File: config.mk
export PLATFORM = sky130hd
export DESIGN_NAME = idle_tmr
export DESIGN_NICKNAME = d
export VERILOG_FILES = /design/src/rtl/idle_tmr_pkg.sv /design/src/rtl/idle_tmr_cnt.sv /design/src/rtl/idle_tmr_dp.sv /design/src/rtl/idle_tmr_ctrl.sv /design/src/rtl/idle_tmr.sv
export SDC_FILE = /design/constraint.sdc
export NUM_CORES = 1
export LEC_CHECK = 0
export BUFFER_PORTS_ARGS = -buffer_cell sky130_fd_sc_hd__buf_2
export CORE_ASPECT_RATIO = 0.6
export CORE_UTILIZATION = 40
export CTS_CLUSTER_DIAMETER = 80
export CTS_CLUSTER_SIZE = 28
export DETAILED_ROUTE_END_ITERATION = 12
export GPL_TIMING_DRIVEN = 0
export PLACE_DENSITY_LB_ADDON = 0.08
export SLEW_MARGIN = 20
export SYNTH_ARGS = -nofsm -noshare
export SYNTH_HDL_FRONTEND = slang
export SYNTH_SLANG_ARGS = --single-unit
File: constraint.sdc
create_clock -name clk -period 1.6 [get_ports clk]
set_input_delay 0.16 -clock clk [delete_from_list [all_inputs] [get_ports clk]]
set_output_delay 0.16 -clock clk [all_outputs]
set_load 0.1 [all_outputs]
File: src/rtl/idle_tmr_pkg.sv
package idle_tmr_pkg;

  // Strobes from the control unit to the timing datapath
  typedef struct packed {
    logic countStep;  // advance the free-running counter
    logic selLoad;    // load a new window code
  } dpStrobe_t;

  typedef enum logic {
    ST_RUN  = 1'b0,
    ST_IDLE = 1'b1
  } idleState_t;

endpackage

File: src/rtl/idle_tmr_cnt.sv
// Free-running up counter; it steps only when enabled
module idle_tmr_cnt #(
  parameter int CNT_W = 16
) (
  input  logic             clk,
  input  logic             rstN,
  input  logic             step,
  output logic [CNT_W-1:0] count
);

  always_ff @(posedge clk or negedge rstN) begin
    if (!rstN) begin
      count <= '0;
    end else if (step) begin
      count <= count + CNT_W'(1);
    end
  end

endmodule

File: src/rtl/idle_tmr_dp.sv
// Timing datapath: counter, window register, tap selection, fall detector
module idle_tmr_dp
  import idle_tmr_pkg::*;
#(
  parameter int TAP_BASE = 12,
  parameter int NUM_WIN  = 5,
  parameter int SEL_W    = 3
) (
  input  logic             clk,
  input  logic             rstN,
  input  dpStrobe_t        strobe,
  input  logic [SEL_W-1:0] selData,
  output logic             winEvent
);

  localparam int CNT_W = TAP_BASE + NUM_WIN - 1;
  localparam int IDX_W = $clog2(NUM_WIN);
  localparam int MAX_IDX = NUM_WIN - 1;

  logic [CNT_W-1:0]   count;
  logic [SEL_W-1:0]   winSel;
  logic [NUM_WIN-1:0] taps;
  logic [IDX_W-1:0]   tapIdx;
  logic               curTap;
  logic               prevTap;

  idle_tmr_cnt #(.CNT_W(CNT_W)) u_cnt (
    .clk   (clk),
    .rstN  (rstN),
    .step  (strobe.countStep),
    .count (count)
  );

  // Window register; reset selects the shortest window
  always_ff @(posedge clk or negedge rstN) begin
    if (!rstN) begin
      winSel <= '0;
    end else if (strobe.selLoad) begin
      winSel <= selData;
    end
  end

  // One tap per window; tap g halves its rate with each step in g
  for (genvar g = 0; g < NUM_WIN; g++) begin : g_tap
    assign taps[g] = count[TAP_BASE-1+g];
  end

  // Codes past the last window clamp to the longest one
  always_comb begin
    if (winSel >= SEL_W'(MAX_IDX)) begin
      tapIdx = IDX_W'(MAX_IDX);
    end else begin
      tapIdx = IDX_W'(winSel);
    end
  end

  always_comb begin
    curTap = 1'b0;
    for (int g = 0; g < NUM_WIN; g++) begin
      if (tapIdx == IDX_W'(g)) begin
        curTap = taps[g];
      end
    end
  end

  // Tap held from the previous cycle, whichever window was selected
  always_ff @(posedge clk or negedge rstN) begin
    if (!rstN) begin
      prevTap <= 1'b0;
    end else begin
      prevTap <= curTap;
    end
  end

  // Falling edge of the selected tap marks a window boundary
  assign winEvent = prevTap & ~curTap;

endmodule

File: src/rtl/idle_tmr_ctrl.sv
// Control: pending flag, interrupt gating, idle state
module idle_tmr_ctrl
  import idle_tmr_pkg::*;
(
  input  logic      clk,
  input  logic      rstN,
  input  logic      tickEn,
  input  logic      selWrEn,
  input  logic      pendClr,
  input  logic      idleReq,
  input  logic      wakeup,
  input  logic      irqEnable,
  input  logic      winEvent,
  output dpStrobe_t strobe,
  output logic      pending,
  output logic      irq,
  output logic      idleActive
);

  idleState_t state, stateNext;
  logic       pendNext;

  always_comb begin
    strobe.countStep = tickEn;
    strobe.selLoad   = selWrEn;
  end

  // An event outranks a simultaneous clear
  always_comb begin
    pendNext = winEvent | (pending & ~pendClr);
  end

  // Entry outranks a simultaneous exit; exit on event or wakeup
  always_comb begin
    stateNext = state;
    if (idleReq) begin
      stateNext = ST_IDLE;
    end else if (state == ST_IDLE && (winEvent || wakeup)) begin
      stateNext = ST_RUN;
    end
  end

  always_ff @(posedge clk or negedge rstN) begin
    if (!rstN) begin
      state   <= ST_RUN;
      pending <= 1'b0;
    end else begin
      state   <= stateNext;
      pending <= pendNext;
    end
  end

  assign idleActive = (state == ST_IDLE);
  assign irq        = pending & irqEnable;

endmodule

File: src/rtl/idle_tmr.sv
// Top: control and datapath joined by the strobe struct
module idle_tmr
  import idle_tmr_pkg::*;
#(
  parameter int TAP_BASE = 12,
  parameter int NUM_WIN  = 5,
  parameter int SEL_W    = 3
) (
  input  logic             clk,
  input  logic             rstN,
  input  logic             tickEn,
  input  logic             selWrEn,
  input  logic [SEL_W-1:0] selWrData,
  input  logic             irqEnable,
  input  logic             pendClr,
  input  logic             idleReq,
  input  logic             wakeup,
  output logic             pending,
  output logic             irq,
  output logic             idleActive
);

  dpStrobe_t strobe;
  logic      winEvent;

  idle_tmr_ctrl u_ctrl (
    .clk        (clk),
    .rstN       (rstN),
    .tickEn     (tickEn),
    .selWrEn    (selWrEn),
    .pendClr    (pendClr),
    .idleReq    (idleReq),
    .wakeup     (wakeup),
    .irqEnable  (irqEnable),
    .winEvent   (winEvent),
    .strobe     (strobe),
    .pending    (pending),
    .irq        (irq),
    .idleActive (idleActive)
  );

  idle_tmr_dp #(
    .TAP_BASE (TAP_BASE),
    .NUM_WIN  (NUM_WIN),
    .SEL_W    (SEL_W)
  ) u_dp (
    .clk      (clk),
    .rstN     (rstN),
    .strobe   (strobe),
    .selData  (selWrData),
    .winEvent (winEvent)
  );

endmodule

==> results.md <==
* Outcome: finished, final reports clean
* Setup CP Type: reg -> reg
* Tmin final at 1.498 ns
* Setup WS post-layout at 0.1015 ns
* Num CTS Buffers at 3
* First-pass GRT wire length at 2304 µm
* Most instantiated library cell after synthesis: dfrtp_1
* Pwr/cell area at 1361 nW/µm²
* Dpl hpwl at 1057 µm
* Synth area leader: dfrtp_1
* Number of failing hold endpoints at the final stage at 0
* Layout cells sized above 1 at 0.3402
* WP data arrival at 1.69 ns
* Min-delay worst type: in -> reg
* Vias in the first global route at 517
* Endpoints failing setup at 0
* Max Cap Violations at 0
* Critical Path Start Type: flop
* Yosys reg bits at 22
* Root buf cell: clkbuf_8
* Total Power at 1.572 mW
* Via count at 582
* Non-filler cells, final at 127
* Synthesis Warnings at 0
* Die Wd at 64.91 µm
* Worst-Skew Late Latency at 0.26 ns
* Core area at 2196 µm²
* Initial Utilization at 0.4325
* Num rows at 13
* Mapped Nets at 89
* Share of the synthesized area in the top cell type at 0.5797
* Pre-antenna DRT Iters at 4
* Ys async rst share at 1.000
* Antenna diode count at 0
* Io pins at 14
* Final period utilization at 0.9365
* CTS tree: built
* Synth area leaders: dfrtp_1, xnor2_1, mux2_2, xor2_1, nand3_1
* Die area at 2579 µm²
* Die H at 39.74 µm
* CTS sink cnt at 22
* Setup_tns at 0 ns
* Clock skew at 0.007501 ns
* Util after Layout at 0.5259
* Gr ovfl total at 0
* Starting DRT DRC Count at 21
* Dpl ws at 0.08518 ns
* Post-synth EDFFs at 0
* Most frequent cells after synthesis: dfrtp_1, xnor2_1, inv_1
* Post-DP Area at 1055 µm²
* Worst setup EP type: flop
* Worst VDD drop at 0.5793 mV
* Slew @ Worst Pin at 0.4811 ns
* Maximum fanout along the worst path at 3
* Initial antenna violation count at 0
* Unrepaired setup endpoints after global routing: no
* DRC Markers at 0
* H-tree depth at 1
* Pins Over Slew Limit at 0
* Area Growth Syn to Fin at 21.61%
* Post-synthesis sequential area ratio at 0.5797
* Worst hold slack at 0.07358 ns
* WL final at 1481 µm
* Via density at 4.583
* Drt wl/cell at 11.66 µm
* Detail Route Antenna Nets at 0
* Port Buffers at 13
* Req. time, crit path at 1.79 ns
* Final Wtd Congestion at 0.6976
* Reg clk slew, reported paths at 0.08 ns
* Largest net degree at the start of global routing at 23
* Mapped Avg Cell Area at 12.33 µm²
* Total GRT Usage at 0.1303
* Cell variety after synth at 21
* Fmax at 667.4 MHz
* Cells after DPL at 120
* Prevailing post-synth register cell: dfrtp_1
* Longest Clk Path Bufs at 2
* Leakage at 0.5429 nW
* Fin area at 1155 µm²
* Post-layout net count at 110
* Slew margin rel. at 0.6793
* Cells after synthesis at 77
* Mapped cell area at 949.7 µm²
==> per-layer routing <==
| metal | track usage | part of all wire |
|---|---|---|
| met3 | 0.06105 | 0.070 |
| met4 | 0.05000 | 0.013 |
| met1 | 0.1684 | 0.54 |
| met2 | 0.1875 | 0.37 |
| met5 | 0 | 0 |
==> critical path, cell delays in order, from the launching register on <==
cell     delay (ns)
dfrtp_1        0.41
nand4_2        0.16
or4_4          0.57
nor3_2         0.14
xor2_1         0.15
==> final timing paths <==
check / startpoint / to / slack [ns] / cells after the start
setup / recovery: u_dp.u_cnt.count[2]$_DFFE_PN0P_ / u_dp.u_cnt.count[15]$_DFFE_PN0P_ / 0.10 / 4
hold / removal: pendClr / u_ctrl.pending$_DFF_PN0_ / 0.07 / 2
setup reg to reg: u_dp.u_cnt.count[2]$_DFFE_PN0P_ / u_dp.u_cnt.count[15]$_DFFE_PN0P_ / 0.10 / 4
hold reg to reg: u_dp.u_cnt.count[15]$_DFFE_PN0P_ / u_dp.u_cnt.count[15]$_DFFE_PN0P_ / 0.48 / 1
max in group asynchronous: rstN / u_dp.u_cnt.count[4]$_DFFE_PN0P_ / 0.87 / 2
min in group asynchronous: rstN / u_dp.u_cnt.count[2]$_DFFE_PN0P_ / 0.38 / 2
==> cells in the final DEF (no fill, tap or decap) <==
master	instances
clkbuf_8	3
bufinv_16	1
nor2_2	1
nand2b_1	1
dfrtp_2	2
nand3_1	5
mux4_2	1
inv_1	6
and4_1	1
or2_2	1
buf_2	13
or4_4	1
xor2_1	5
mux2_2	4
dfrtp_1	20
buf_4	2
nor3_2	1
nand2_1	5
ha_1	1
dlygate4sd3_1	1
o21ai_0	1
nor3_1	2
and2_2	1
xnor2_1	10
nand4_2	1
nor2_1	2
a31o_2	1
nand4_1	4
==> layout make-up <==
cell class                      count  area [µm²]
Clock buffer                        3       41.29
Clock inverter                      1       30.03
Fill cell                         202        1041
Inverter                            6       22.52
Multi-Input combinational cell     49       380.4
Sequential cell                    22       553.0
Tap cell                           30       37.54
Timing Repair Buffer               16       90.09
==> cell families (layout without fill, tap and decap cells) <==
| kind of cell | count (synthesis) | count (layout) | synth area share |
|---|---|---|---|
| XOR/XNOR | 15 | 15 | 0.1383 |
| multiplexers | 5 | 5 | 0.07114 |
| adder cells (fa/ha/maj) | 1 | 1 | 0.01317 |
| AO/OA/AOI/OAI | 2 | 2 | 0.01449 |
| flip-flops | 22 | 22 | 0.5797 |
| AND/OR/NAND/NOR | 26 | 26 | 0.1594 |
| buffers and inverters | 6 | 26 | 0.02371 |
==> sequential cells by signal (all words and copies together) (netlist names) <==
name               count
u_dp.winSel            3
u_dp.prevTap           1
u_dp.u_cnt.count      16
u_ctrl.pending         1
u_ctrl.idleActive      1
==> power breakdown <==
part / total [mW] / internal (mW) / switching (mW)
combinational: 0.298 / 0.148 / 0.150
clock: 0.510 / 0.334 / 0.175
sequential: 0.764 / 0.660 / 0.104
total: 1.57 / 1.14 / 0.430
==> repair_timing <==
action | in CTS | in global routing
hold endpoints to repair | 22 | 0
buffers inserted | 0 | 2
endpoints found under the setup margin | 0 | 2
resized for setup | 0 | 2
hold buffers | 1 | 0
Power figures use the tool's default switching activity.
